## src/rtl/biphase_pkg.sv

```systemverilog
package biphase_pkg;

  localparam int WORD_BITS = 16;

  typedef enum logic [1:0] {
    ST_HUNT  = 2'd0,
    ST_SYNC2 = 2'd1,
    ST_DATA  = 2'd2
  } rx_state_e;

  // act: line is driven (pair differs); val: level when driven (1 = high)
  typedef struct packed {
    logic act;
    logic val;
  } line_t;

endpackage

```

## src/rtl/biphase_sync.sv

```systemverilog
module biphase_sync #(
  parameter int STAGES = 2,
  parameter int LANES  = 2
) (
  input  logic             clk,
  input  logic             rst,
  input  logic [LANES-1:0] d,
  output logic [LANES-1:0] q
);

  for (genvar g = 0; g < LANES; g++) begin : g_lane
    logic [STAGES-1:0] pipe;
    always_ff @(posedge clk) begin
      if (rst) pipe <= '0;
      else     pipe <= {pipe[STAGES-2:0], d[g]};
    end
    assign q[g] = pipe[STAGES-1];
  end

endmodule

```

## src/rtl/biphase_runlen.sv

```systemverilog
module biphase_runlen
  import biphase_pkg::*;
#(
  parameter int RUN_W = 6
) (
  input  logic             clk,
  input  logic             rst,
  input  line_t            ln,
  output line_t            lvl_q,
  output logic [RUN_W-1:0] run_q,
  output logic             edge_seen
);

  // a level change between two driven samples
  assign edge_seen = ln.act && lvl_q.act && (ln.val != lvl_q.val);

  always_ff @(posedge clk) begin
    if (rst) begin
      lvl_q <= '0;
      run_q <= '0;
    end else begin
      lvl_q <= ln;
      if (ln != lvl_q)
        run_q <= ln.act ? RUN_W'(1) : '0;
      else if (ln.act && (run_q != {RUN_W{1'b1}}))
        run_q <= run_q + 1'b1;
    end
  end

endmodule

```

## src/rtl/biphase_framer.sv

```systemverilog
module biphase_framer
  import biphase_pkg::*;
#(
  parameter int SPB   = 12,
  parameter int RUN_W = 6
) (
  input  logic                 clk,
  input  logic                 rst,
  input  line_t                ln,
  input  logic                 edge_seen,
  input  logic [RUN_W-1:0]     run_q,
  output logic [WORD_BITS-1:0] word_data,
  output logic                 word_is_cmd,
  output logic                 word_valid,
  output logic                 word_err
);

  localparam int CNT_W     = $clog2(2 * SPB);
  localparam int HALF_SYNC = (3 * SPB) / 2;
  localparam logic [RUN_W-1:0] RUN_LO = RUN_W'(HALF_SYNC - SPB / 4);
  localparam logic [RUN_W-1:0] RUN_HI = RUN_W'(HALF_SYNC + SPB / 4);
  localparam logic [CNT_W-1:0] C_SYNC_MID = CNT_W'((3 * SPB) / 4);
  localparam logic [CNT_W-1:0] C_SYNC_END = CNT_W'(HALF_SYNC - 1);
  localparam logic [CNT_W-1:0] C_Q1       = CNT_W'(SPB / 4);
  localparam logic [CNT_W-1:0] C_Q3       = CNT_W'((3 * SPB) / 4);
  localparam logic [CNT_W-1:0] C_RESYNC   = CNT_W'(SPB / 2 + 1);
  localparam logic [CNT_W-1:0] C_LAST     = CNT_W'(SPB - 1);
  localparam logic [4:0]       LAST_CELL  = 5'(WORD_BITS);

  rx_state_e            st;
  logic [CNT_W-1:0]     cnt;
  logic [4:0]           bitn;
  logic [WORD_BITS-1:0] shreg;
  line_t                h1_q, h2_q;
  logic                 cmd_q, sync_err_q, man_err_q;
  logic                 cell_bad, par_ok, sync_hit;

  assign cell_bad = !h1_q.act || !h2_q.act || (h1_q.val == h2_q.val);
  assign par_ok   = ^{shreg, h1_q.val};
  assign sync_hit = edge_seen && (run_q >= RUN_LO) && (run_q <= RUN_HI);

  always_ff @(posedge clk) begin
    if (rst) begin
      st          <= ST_HUNT;
      cnt         <= '0;
      bitn        <= '0;
      shreg       <= '0;
      h1_q        <= '0;
      h2_q        <= '0;
      cmd_q       <= 1'b0;
      sync_err_q  <= 1'b0;
      man_err_q   <= 1'b0;
      word_data   <= '0;
      word_is_cmd <= 1'b0;
      word_valid  <= 1'b0;
      word_err    <= 1'b0;
    end else begin
      word_valid  <= 1'b0;
      word_err    <= 1'b0;
      word_is_cmd <= 1'b0;
      case (st)
        ST_HUNT: begin
          if (sync_hit) begin
            st         <= ST_SYNC2;
            cnt        <= CNT_W'(1);
            cmd_q      <= ~ln.val;       // first-half level was the opposite
            sync_err_q <= 1'b0;
            man_err_q  <= 1'b0;
            bitn       <= '0;
          end
        end
        ST_SYNC2: begin
          if (cnt == C_SYNC_MID && !(ln.act && (ln.val != cmd_q)))
            sync_err_q <= 1'b1;
          if (cnt == C_SYNC_END) begin
            st  <= ST_DATA;
            cnt <= '0;
          end else begin
            cnt <= cnt + 1'b1;
          end
        end
        ST_DATA: begin
          if (cnt == C_Q1) h1_q <= ln;
          if (cnt == C_Q3) h2_q <= ln;
          if (cnt == C_LAST) begin
            cnt <= '0;
            if (bitn == LAST_CELL) begin
              word_valid  <= 1'b1;
              word_data   <= shreg;
              word_is_cmd <= cmd_q;
              word_err    <= sync_err_q | man_err_q | cell_bad | ~par_ok;
              st          <= ST_HUNT;
            end else begin
              shreg     <= {shreg[WORD_BITS-2:0], h1_q.val};
              man_err_q <= man_err_q | cell_bad;
              bitn      <= bitn + 1'b1;
            end
          end else if (edge_seen && (cnt > C_Q1) && (cnt < C_Q3)) begin
            cnt <= C_RESYNC;                 // mid-cell edge realigns timing
          end else begin
            cnt <= cnt + 1'b1;
          end
        end
        default: st <= ST_HUNT;
      endcase
    end
  end

endmodule

```

## src/rtl/biphase_word_rx.sv

```systemverilog
module biphase_word_rx
  import biphase_pkg::*;
#(
  parameter int CLK_MHZ  = 12,
  parameter int LINE_MHZ = 1
) (
  input  logic                 clk,
  input  logic                 rst,
  input  logic                 rx_pos,
  input  logic                 rx_neg,
  output logic [WORD_BITS-1:0] word_data,
  output logic                 word_is_cmd,
  output logic                 word_valid,
  output logic                 word_err
);

  localparam int SPB   = CLK_MHZ / LINE_MHZ;
  localparam int RUN_W = $clog2(4 * SPB);

  logic [1:0]       pair_s;
  line_t            ln, lvl_q;
  logic [RUN_W-1:0] run_q;
  logic             edge_seen;

  biphase_sync #(.STAGES(2), .LANES(2)) u_sync (
    .clk (clk),
    .rst (rst),
    .d   ({rx_neg, rx_pos}),
    .q   (pair_s)
  );

  assign ln.act = pair_s[0] ^ pair_s[1];
  assign ln.val = pair_s[0];

  biphase_runlen #(.RUN_W(RUN_W)) u_run (
    .clk       (clk),
    .rst       (rst),
    .ln        (ln),
    .lvl_q     (lvl_q),
    .run_q     (run_q),
    .edge_seen (edge_seen)
  );

  biphase_framer #(.SPB(SPB), .RUN_W(RUN_W)) u_framer (
    .clk         (clk),
    .rst         (rst),
    .ln          (ln),
    .edge_seen   (edge_seen),
    .run_q       (run_q),
    .word_data   (word_data),
    .word_is_cmd (word_is_cmd),
    .word_valid  (word_valid),
    .word_err    (word_err)
  );

  logic unused_lvl;
  assign unused_lvl = ^lvl_q;

endmodule

```

## config.mk

```make
export PLATFORM = sky130hd
export DESIGN_NAME = biphase_word_rx
export DESIGN_NICKNAME = d
export VERILOG_FILES = /design/src/rtl/biphase_pkg.sv /design/src/rtl/biphase_sync.sv /design/src/rtl/biphase_runlen.sv /design/src/rtl/biphase_framer.sv /design/src/rtl/biphase_word_rx.sv
export SDC_FILE = /design/constraint.sdc
export NUM_CORES = 1
export LEC_CHECK = 0
export ABC_CLOCK_PERIOD_IN_PS = 1930
export BUFFER_PORTS_ARGS = -buffer_cell sky130_fd_sc_hd__buf_2
export CELL_PAD_IN_SITES_DETAIL_PLACEMENT = 1
export CELL_PAD_IN_SITES_GLOBAL_PLACEMENT = 1
export CORE_ASPECT_RATIO = 0.75
export CORE_MARGIN = 8
export CORE_UTILIZATION = 42
export DETAILED_ROUTE_END_ITERATION = 10
export PLACE_DENSITY = 0.83
export SLEW_MARGIN = 10
export SYNTH_ARGS = -nofsm -noshare
export SYNTH_HDL_FRONTEND = slang
export SYNTH_SLANG_ARGS = --single-unit
```

## constraint.sdc

```tcl
create_clock -name clk -period 1.93 [get_ports clk]
set_input_delay 0.193 -clock clk [delete_from_list [all_inputs] [get_ports clk]]
set_output_delay 0.193 -clock clk [all_outputs]
set_load 0.05 [all_outputs]
```

# Yosys cells after proc, flatten, opt, wreduce, memory -nomap -nowiden
# Cells that the tools add are included.
[word_totals]
input_bits = 4
regBits = 66
output_inout_bits = 19
word_cells = 110
[classes]
n_reduce_logical = 31
add_sub_neg = 3
order_cmp = 4
eq_ne = 18
n_mux = 24
n_bitwise = 10
[op_table]
columns = ["op", "count"]
rows = [
  ["$mux W5", 7],
  ["$reduce_xor A17 Y1", 1],
  ["$pmux W5 S3", 1],
  ["$mux W6", 2],
  ["$add A5 B1 Y5 const B", 2],
  ["$eq A5 B4 Y1 const B", 2],
  ["$eq A5 B5 Y1 const B", 2],
  ["$ne A2 B1 Y1 const B", 5],
  ["$pmux W5 S2", 1],
  ["$logic_and A1 B1 Y1", 9],
  ["$reduce_and A3 Y1", 3],
  ["$mux W2", 4],
  ["$reduce_and A2 Y1", 4],
  ["$reduce_and A4 Y1", 2],
  ["$add A6 B1 Y6 const B", 1],
  ["$ge A6 B4 Y1 const B", 1],
  ["$le A6 B5 Y1 const B", 1],
  ["$mux W1", 6],
  ["$ne A6 B6 Y1 const B", 1],
  ["$pmux W2 S3", 1],
  ["$reduce_bool A2 Y1", 3],
  ["$eq A5 B2 Y1 const B", 1],
  ["$gt A5 B2 Y1 const B", 1],
  ["$lt A5 B4 Y1 const B", 1],
  ["16 further kinds", 28],
]

# Longest topological paths before layout
# Gate-level depths: netlist of run 1.
[logic_depth]
depth_word = 8
depth_mapped = 8
depth_no_buf = 7

# Cells and area by module
# Synthesis of run 1 repeated with hierarchy kept, for this count alone.
[unflattened]
hier_cells = 317
area_unflattened_um2 = 3070.4
[modules_own_cells]
columns = ["mod", "cells_per_inst", "n_inst", "seq_area_each_um2", "area_per_inst_um2"]
rows = [
  ["biphase_framer", 266, 1, 1081.0, 2568.7],
  ["biphase_runlen", 40, 1, 160.2, 372.9],
  ["biphase_sync", 10, 1, 80.1, 120.1],
  ["biphase_word_rx", 1, 1, 0.0, 8.8],
]

# Least setup slack after synthesis of run 1
# OpenSTA, ideal clock, no wires.
[synth_timing]
path_type = "reg-to-reg"
startpoint = "register u_framer.st[0]"
endpoint = "register u_framer.bitn[3]"
setup_slack_ps = -132
synth_period_minus_slack_ps = 2062
n_path_buf = 1
arrival_time_ps = 1992
stages_incl_launch_ff = 9
required_time_ps = 1860
setup_time_ps = 70
cell_sequence = "dfxtp_1 inv_1 ha_1 or3b_4 nor3b_2 buf_6 nor2_4 or4_1 a21oi_1"
[synth_between]
elab_chain_len = 3
elab_cells_between_ends = 8
cone_classes = "4 x eq/ne; 1 x mux; 3 x reduce/logical"
[synth_lines]
columns = ["element", "line_no", "source"]
rows = [
  ["from (decl)", "biphase_framer.sv:30", "rx_state_e st;"],
  ["from (signal assigned)", "biphase_framer.sv:44", "st <= ST_HUNT;"],
  ["from (signal assigned)", "biphase_framer.sv:64", "st <= ST_SYNC2;"],
  ["from (signal assigned)", "biphase_framer.sv:76", "st <= ST_DATA;"],
  ["$eq A2 B2 Y1 or $logic_not A2 Y1 (tied branches)", "biphase_framer.sv:61", "case (st)"],
  ["$ne A2 B1 Y1 (no source line) (tied with other cells)", "-", ""],
  ["$reduce_and A4 Y1 (no source line)", "-", ""],
  ["to (signal assigned)", "biphase_framer.sv:96", "bitn <= bitn + 1'b1;"],
  ["to (decl)", "biphase_framer.sv:32", "logic [4:0] bitn;"],
]
# Parallel ways exist; a longest one is shown, timed or not.
# A chain may end at the register's enable or synchronous reset.

# Final worst setup path of run 1
[layout_timing]
startpoint = "register u_framer.cnt[1]"
endpoint = "register u_framer.st[1]"
[layout_between]
elab_chain_len = 3
elab_cells_between_ends = 5
cone_classes = "4 x eq/ne; 1 x reduce/logical"
[layout_lines]
columns = ["element", "line_no", "source"]
rows = [
  ["from (decl)", "biphase_framer.sv:31", "logic [CNT_W-1:0] cnt;"],
  ["from (signal assigned)", "biphase_framer.sv:79", "cnt <= cnt + 1'b1;"],
  ["from (signal assigned)", "biphase_framer.sv:101", "cnt <= cnt + 1'b1;"],
  ["$eq A5 B5 Y1 or $eq A5 B4 Y1 (tied branches)", "biphase_framer.sv:75, biphase_framer.sv:85", ""],
  ["$ne A2 B1 Y1 (no source line)", "-", ""],
  ["$reduce_and A4 Y1 (no source line) (*)", "-", ""],
  ["to (signal assigned)", "biphase_framer.sv:76", ""],
  ["to (signal assigned)", "biphase_framer.sv:92", "st <= ST_HUNT;"],
  ["to (signal assigned)", "biphase_framer.sv:104", "default: st <= ST_HUNT;"],
]
# Every way passes the cells marked *; elsewhere a longest branch is shown, timed or not.

==> results.sh, run 1 <==
export IMPL_ys_types=51
export IMPL_leakagePower_uw=0.001715
export IMPL_synth_edf_count=0
export IMPL_synth_mux_area_fraction_pct=11.15
export IMPL_outcome="complete, but fails checks"
export IMPL_die_w_um=114.4
export IMPL_synth_flop_cell="dfxtp_1"
export IMPL_grt_pass1_vias=2917
export IMPL_placed_cell_area_um2=3490
export IMPL_p_total_uw=2602
export IMPL_cts_htree_levels=3
export IMPL_tritoncts="built"
export IMPL_critPathMaxFanout=5
export IMPL_netlist_top_cells_area="dfxtp_1, mux2i_1, nor2_1"
export IMPL_portBuffers=22
export IMPL_vias_per_cell=5.576
export IMPL_place_inst=462
export IMPL_worstSkewPairLatency_ns=0.37
export IMPL_synth_seq_cells=66
export IMPL_dp_hpwl_um=5581
export IMPL_setup_tns_final_ns=-1.075
export IMPL_period_share_pct=106.1
export IMPL_synth_xor_area_share_pct=7.049
export IMPL_coreArea_um2=7196
export IMPL_vias=2799
export IMPL_critPathLaunchType="flip-flop"
export IMPL_irDropWorstVdd_v=0.0004954
export IMPL_cts_root_buf="clkbuf_8"
export IMPL_grt_max_degree=35
export IMPL_synth_top_family_by_area="simple AND/OR/NAND/NOR gates"
export IMPL_die_area_um2=10280
export IMPL_rsz0062_at_grt="true"
export IMPL_slew_viol_final=0
export IMPL_io_pins=23
export IMPL_synth_simple_area_share_pct=18.07
export IMPL_worst_clock_skew_ns=0.01138
export IMPL_grt_overflow=0
export IMPL_fin_util_pct=57.92
export IMPL_final_hold_violation_count=0
export IMPL_synth_nets=339
export IMPL_violations="setup timing"
export IMPL_fin_area_um2=4168
export IMPL_p_per_area_nw_per_um2=624.4
export IMPL_hp_class="primary input to flip-flop"
export IMPL_synth_top_area_share_pct=43.28
export IMPL_layout_setup_ws_ns=-0.1173
export IMPL_yosysMostFrequentCell="dfxtp_1"
export IMPL_synth_compound_area_share_pct=11.60
export IMPL_syn_cell_area_um2=3053
export IMPL_fin_crit_ns=2.047
export IMPL_setup_viol=34
export IMPL_initial_core_util_pct=42.43
export IMPL_fin_nets=412
export IMPL_yosysTopAreaCell="dfxtp_1"
export IMPL_antenna_found_initial=0
export IMPL_fillerInstances=834
export IMPL_tightestPinTransition_ns=0.6362
export IMPL_critPathKind="flip-flop to flip-flop"
export IMPL_ctsLongestPathBuffers=2
export IMPL_synth_fa_ha_area_share_pct=4.918
export IMPL_grt_pass1_wl_um=15110
export IMPL_finalNonFillerCells=502
export IMPL_drt_iter0_markers=202
export IMPL_cp_end_kind="flip-flop"
export IMPL_syn_avg_cell_area_um2=9.452
export IMPL_drtPass1Iterations=4
export IMPL_grt_usage_pct=18.77
export IMPL_rows=27
export IMPL_ant_nets=0
export IMPL_slew_headroom_pct=57.59
export IMPL_critPathRequiredTime_ns=2.21
export IMPL_yosys_warnings=0
export IMPL_synth_seq_area_share_pct=43.28
export IMPL_ys_top_cells_by_count="dfxtp_1, nor2_1, mux2i_1"
export IMPL_cap_violations=0
export IMPL_max_freq_mhz=488.4
export IMPL_drc=0
export IMPL_routabilityCongestion=0.8274
export IMPL_crit_arrival_ns=2.33
export IMPL_die_h_um=89.84
export IMPL_netlist_instances=323
export IMPL_path_clk_slew_ns=0.08
export IMPL_wl_um=11110
export IMPL_drive_gt1_share_pct=35.41
export IMPL_numCtsBuffers=9
export IMPL_n_antenna_cell=0
export IMPL_cts_sinks=66
export IMPL_area_delta_synth_final_pct=36.52
export IMPL_cts_hold_buf=0
export IMPL_wire_per_inst_um=22.13
export IMPL_synthArstFlopShare_pct=0
layout make-up:
class | count | area (µm²) | share of cell area [%]
repair buffers | 76 | 635.6 | 15.25
flip-flops and latches | 66 | 1343 | 32.21
multi-input cells | 230 | 1836 | 44.04
well taps | 101 | 126.4 | 3.032
inverters | 13 | 48.80 | 1.171
clock inverters | 6 | 41.29 | 0.9907
clock buffers | 10 | 137.6 | 3.302
sequential cells by signal, summed over array words and instances, names as in the netlist, 2 cells and up:
signal	count
u_framer.h2_q	2
u_sync.g_lane.pipe	4
u_framer.cnt	5
u_framer.word_data	16
u_framer.shreg	16
u_run.lvl_q	2
u_framer.st	2
u_framer.bitn	5
u_run.run_q	6
u_framer.h1_q	2
path summary, 6_finish.rpt:
| check | from | slack, ns | cells past startpoint | end |
|---|---|---|---|---|
| min | rx_pos | 0.04 | 2 | u_sync.g_lane[0].pipe[0]$_SDFF_PP0_ |
| max reg2reg | u_framer.cnt[1]$_SDFFE_PP0P_ | -0.12 | 7 | u_framer.st[1]$_SDFFE_PP0P_ |
| min reg2reg | u_sync.g_lane[0].pipe[0]$_SDFF_PP0_ | 0.44 | 1 | u_sync.g_lane[0].pipe[1]$_SDFF_PP0_ |
| max | u_framer.cnt[1]$_SDFFE_PP0P_ | -0.12 | 7 | u_framer.st[1]$_SDFFE_PP0P_ |
critical path, stage by stage, from the launching register on:
cell	delay [ns]
dfxtp_2	0.36
inv_1	0.08
ha_1	0.20
or4bb_4	0.49
a22oi_2	0.25
and2_1	0.22
nand3_1	0.12
a21oi_1	0.22
per-stage QoR:
stage,hold slack [ns],setup WS [ns]
finish,0.03716,-0.1173
global route,0.03856,-0.1798
CTS,0.03566,-0.009719
detailed placement,0.4128,-0.06247
global placement,0.4047,0.05578
floorplan,0.3212,0.03149
power breakdown:
part | switching [µW] | internal, µW | leakage, µW | total [µW]
logic | 62.5 | 48.2 | 0.00109 | 111
registers | 10.5 | 1370 | 0.000538 | 1380
clock network | 614 | 500 | 0.0000847 | 1110
what timing repair did:
| action | CTS | global route |
|---|---|---|
| buffers inserted | 15 | 6 |
| resized for setup | 6 | 54 |
| pin swaps | 2 | 12 |
| cloned | 0 | 3 |
| endpoints found under the setup margin | 12 | 44 |
layout by cell type (no fill, tap or decap), types with 10 or more instances in the layout:
cell | netlist | final
buf_4 | 0 | 41
dfxtp_1 | 66 | 57
nand2_1 | 10 | 10
o21ai_0 | 13 | 10
a21oi_1 | 16 | 12
buf_2 | 3 | 22
mux2i_1 | 34 | 29
xnor2_1 | 15 | 14
nor2_1 | 49 | 48
clkbuf_8 | 0 | 10
inv_1 | 13 | 10
cell families after synthesis:
group,Yosys count
XOR/XNOR,23
buffers and inverters,27
multiplexers,34
adder cells (fa/ha/maj),12
AO/OA/AOI/OAI,54
flip-flops,66
AND/OR/NAND/NOR,107
layer usage:
layer | global-route usage, % | share of wire [%] | vias up
met5 | 0 | 0 | -
met4 | 7.845 | 3.8 | 0
met3 | 6.480 | 4.2 | 36
met2 | 31.75 | 51 | 84
met1 | 20.91 | 41 | 1405
li1 | - | - | 1274
No activity file was read; power rests on OpenSTA's default activity.
==> run 2, diff against run 1 <==
--- a/config.mk
+++ b/config.mk
@@ -9,2 +9,3 @@
 export BUFFER_PORTS_ARGS = -buffer_cell sky130_fd_sc_hd__buf_2
+export CAP_MARGIN = 0
 export CELL_PAD_IN_SITES_DETAIL_PLACEMENT = 1
@@ -14,2 +15,3 @@
 export CORE_UTILIZATION = 42
+export CTS_CLUSTER_DIAMETER = 30
 export DETAILED_ROUTE_END_ITERATION = 10
==> constraint.sdc (replaced) <==
create_clock -name clk -period 1.93 [get_ports clk]
set_input_delay 0.0965 -clock clk [delete_from_list [all_inputs] [get_ports clk]]
set_output_delay 0.0965 -clock clk [all_outputs]
set_load 0.05 [all_outputs]
==> results.sh, run 2 (synthesis results as in run 1) <==
export IMPL_drc=0
export IMPL_max_freq_mhz=493.4
export IMPL_place_inst=462
export IMPL_r2r_start="u_framer.cnt[1]$_SDFFE_PP0P_"
export IMPL_ant_nets=0
export IMPL_leakagePower_uw=0.001723
export IMPL_cap_violations=0
export IMPL_crit_end="u_framer.st[1]$_SDFFE_PP0P_"
export IMPL_initial_core_util_pct=42.43
export IMPL_hp_class="primary input to flip-flop"
export IMPL_seqCellArea_um2=1343
export IMPL_grt_usage_pct=18.80
export IMPL_dp_hpwl_um=5581
export IMPL_vias_per_cell=5.562
export IMPL_rows=27
export IMPL_antenna_found_initial=0
export IMPL_vias=2803
export IMPL_slew_headroom_pct=58.01
export IMPL_fin_crit_ns=2.027
export IMPL_setup_viol=26
export IMPL_violations="setup timing"
export IMPL_swShare_pct=26.29
export IMPL_final_common_cell="dfxtp_1"
export IMPL_final_cell_mix="dfxtp_1, nor2_1, buf_4"
export IMPL_combPwrFrac_pct=4.4
export IMPL_io_pins=23
export IMPL_critPathKind="flip-flop to flip-flop"
export IMPL_ctsLongestPathBuffers=2
export IMPL_grt_overflow=0
export IMPL_numCtsBuffers=9
export IMPL_rsz0062_at_grt="true"
export IMPL_p_per_area_nw_per_um2=621.5
export IMPL_critPathLaunchType="flip-flop"
export IMPL_portBuffers=22
export IMPL_die_h_um=89.84
export IMPL_critPathLaunch="u_framer.cnt[1]$_SDFFE_PP0P_"
export IMPL_internal_power_uw=1918
export IMPL_path_clk_slew_ns=0.08
export IMPL_wl_um=11110
export IMPL_fillerInstances=827
export IMPL_clkPwrFrac_pct=42.7
export IMPL_critPathMaxFanout=5
export IMPL_irDropWorstVdd_v=0.0004989
export IMPL_finalNonFillerCells=504
export IMPL_tightestPinTransition_ns=0.6298
export IMPL_cts_sinks=66
export IMPL_coreArea_um2=7196
export IMPL_layout_setup_ws_ns=-0.09690
export IMPL_crit_arrival_ns=2.30
export IMPL_r2r_end="u_framer.st[1]$_SDFFE_PP0P_"
export IMPL_tritoncts="built"
export IMPL_cts_htree_levels=3
export IMPL_fin_nets=414
export IMPL_outcome="complete, but fails checks"
export IMPL_die_w_um=114.4
export IMPL_drtPass1Iterations=4
export IMPL_rr_worst_depth=7
export IMPL_routabilityCongestion=0.8274
export IMPL_area_delta_synth_final_pct=37.17
export IMPL_regToRegSetupSlack_ns=-0.1
export IMPL_wire_per_inst_um=22.05
export IMPL_worst_clock_skew_ns=0.01142
export IMPL_biggestRegsByFlops="u_framer.shreg: 16 flops, u_framer.word_data: 16 flops, u_run.run_q: 6 flops"
export IMPL_drive_gt1_share_pct=35.24
export IMPL_hold_worst_slack_ns=0.2399
export IMPL_grt_max_degree=35
export IMPL_critPathRequiredTime_ns=2.21
export IMPL_p_switching_uw=684.3
export IMPL_grt_pass1_wl_um=15150
export IMPL_multi_input_area_um2=1836
export IMPL_cp_end_kind="flip-flop"
export IMPL_grt_pass1_vias=2923
export IMPL_n_antenna_cell=0
export IMPL_final_hold_violation_count=0
export IMPL_period_share_pct=105.0
export IMPL_cts_root_buf="clkbuf_8"
export IMPL_seq_power_share_pct=52.9
export IMPL_slew_viol_final=0
export IMPL_drt_iter0_markers=195
export IMPL_die_area_um2=10280
export IMPL_worstSkewPairLatency_ns=0.37
[run 2: worst min path at each step]
stage,cells after the start,slack (ns),end,startpoint
after floorplan,1,0.22,u_sync.g_lane[0].pipe[0]$_SDFF_PP0_,rx_pos
after global placement,2,0.31,u_sync.g_lane[0].pipe[0]$_SDFF_PP0_,rx_pos
after detailed placement,2,0.32,u_sync.g_lane[0].pipe[0]$_SDFF_PP0_,rx_pos
after CTS,2,0.22,u_run.lvl_q[0]$_SDFF_PP0_,rst
after global routing,2,0.25,u_framer.word_data[3]$_SDFFE_PP0P_,rst
final,2,0.24,u_framer.shreg[5]$_SDFFE_PP0P_,rst
[run 2: per-layer routing]
layer / vias up / global-route usage, % / part of all wire [%]
met3: 28 / 6.480 / 4.7
met2: 89 / 31.85 / 52
met1: 1409 / 20.91 / 40
met5: - / 0 / 0
li1: 1277 / - / -
met4: 0 / 7.845 / 3.1
[run 2: power by group through the flow]
stage | registers [µW] | clock network, µW | logic (µW)
2_1_floorplan | 1410 | 0 | 50.9
3_3_place_gp | 1410 | 0 | 78.5
3_5_place_dp | 1410 | 0 | 82.2
4_1_cts | 1380 | 1100 | 101
5_1_grt | 1380 | 1190 | 122
6_report | 1380 | 1110 | 114
[run 2: area by class of cell]
cell class,count,share of cell area [%]
clock inverter,6,0.9860
tap,101,3.018
clock buffer,10,3.287
sequential,66,32.06
multi-input combinational,230,43.83
timing repair buffer,78,15.66
inverter,13,1.165
[run 2: worst max-delay path, cell delays in order, from the launching register on]
cell	delay, ns
dfxtp_2	0.36
inv_1	0.08
ha_1	0.20
or4bb_4	0.49
a22oi_2	0.26
and2_1	0.22
nand3_1	0.11
a21oi_1	0.22
[run 2: repair_timing]
| action | 4_1_cts | 5_1_grt |
|---|---|---|
| cloned | 0 | 3 |
| buffers inserted | 15 | 6 |
| gates resized for setup | 6 | 54 |
| setup endpoints to repair | 12 | 44 |
| endpoints found under the hold margin | 2 | 0 |
| pin swaps | 2 | 12 |
| hold buffers | 2 | 0 |
[run 2: stage by stage]
step / total power (µW) / setup WS (ns) / util (%) / setup TNS (ns) / instance area [µm²]
after CTS: 2582 / -0.009719 / 53.64 / -0.009719 / 3860
after global placement: 1487 / 0.05578 / 48.50 / 0 / 3490
after floorplan: 1459 / 0.03149 / - / 0 / 3074
after detailed placement: 1491 / -0.06247 / 48.50 / -0.1568 / 3490
final: 2603 / -0.09690 / 58.20 / -0.8282 / 4188
after global routing: 2692 / -0.1799 / 58.20 / -2.568 / 4188
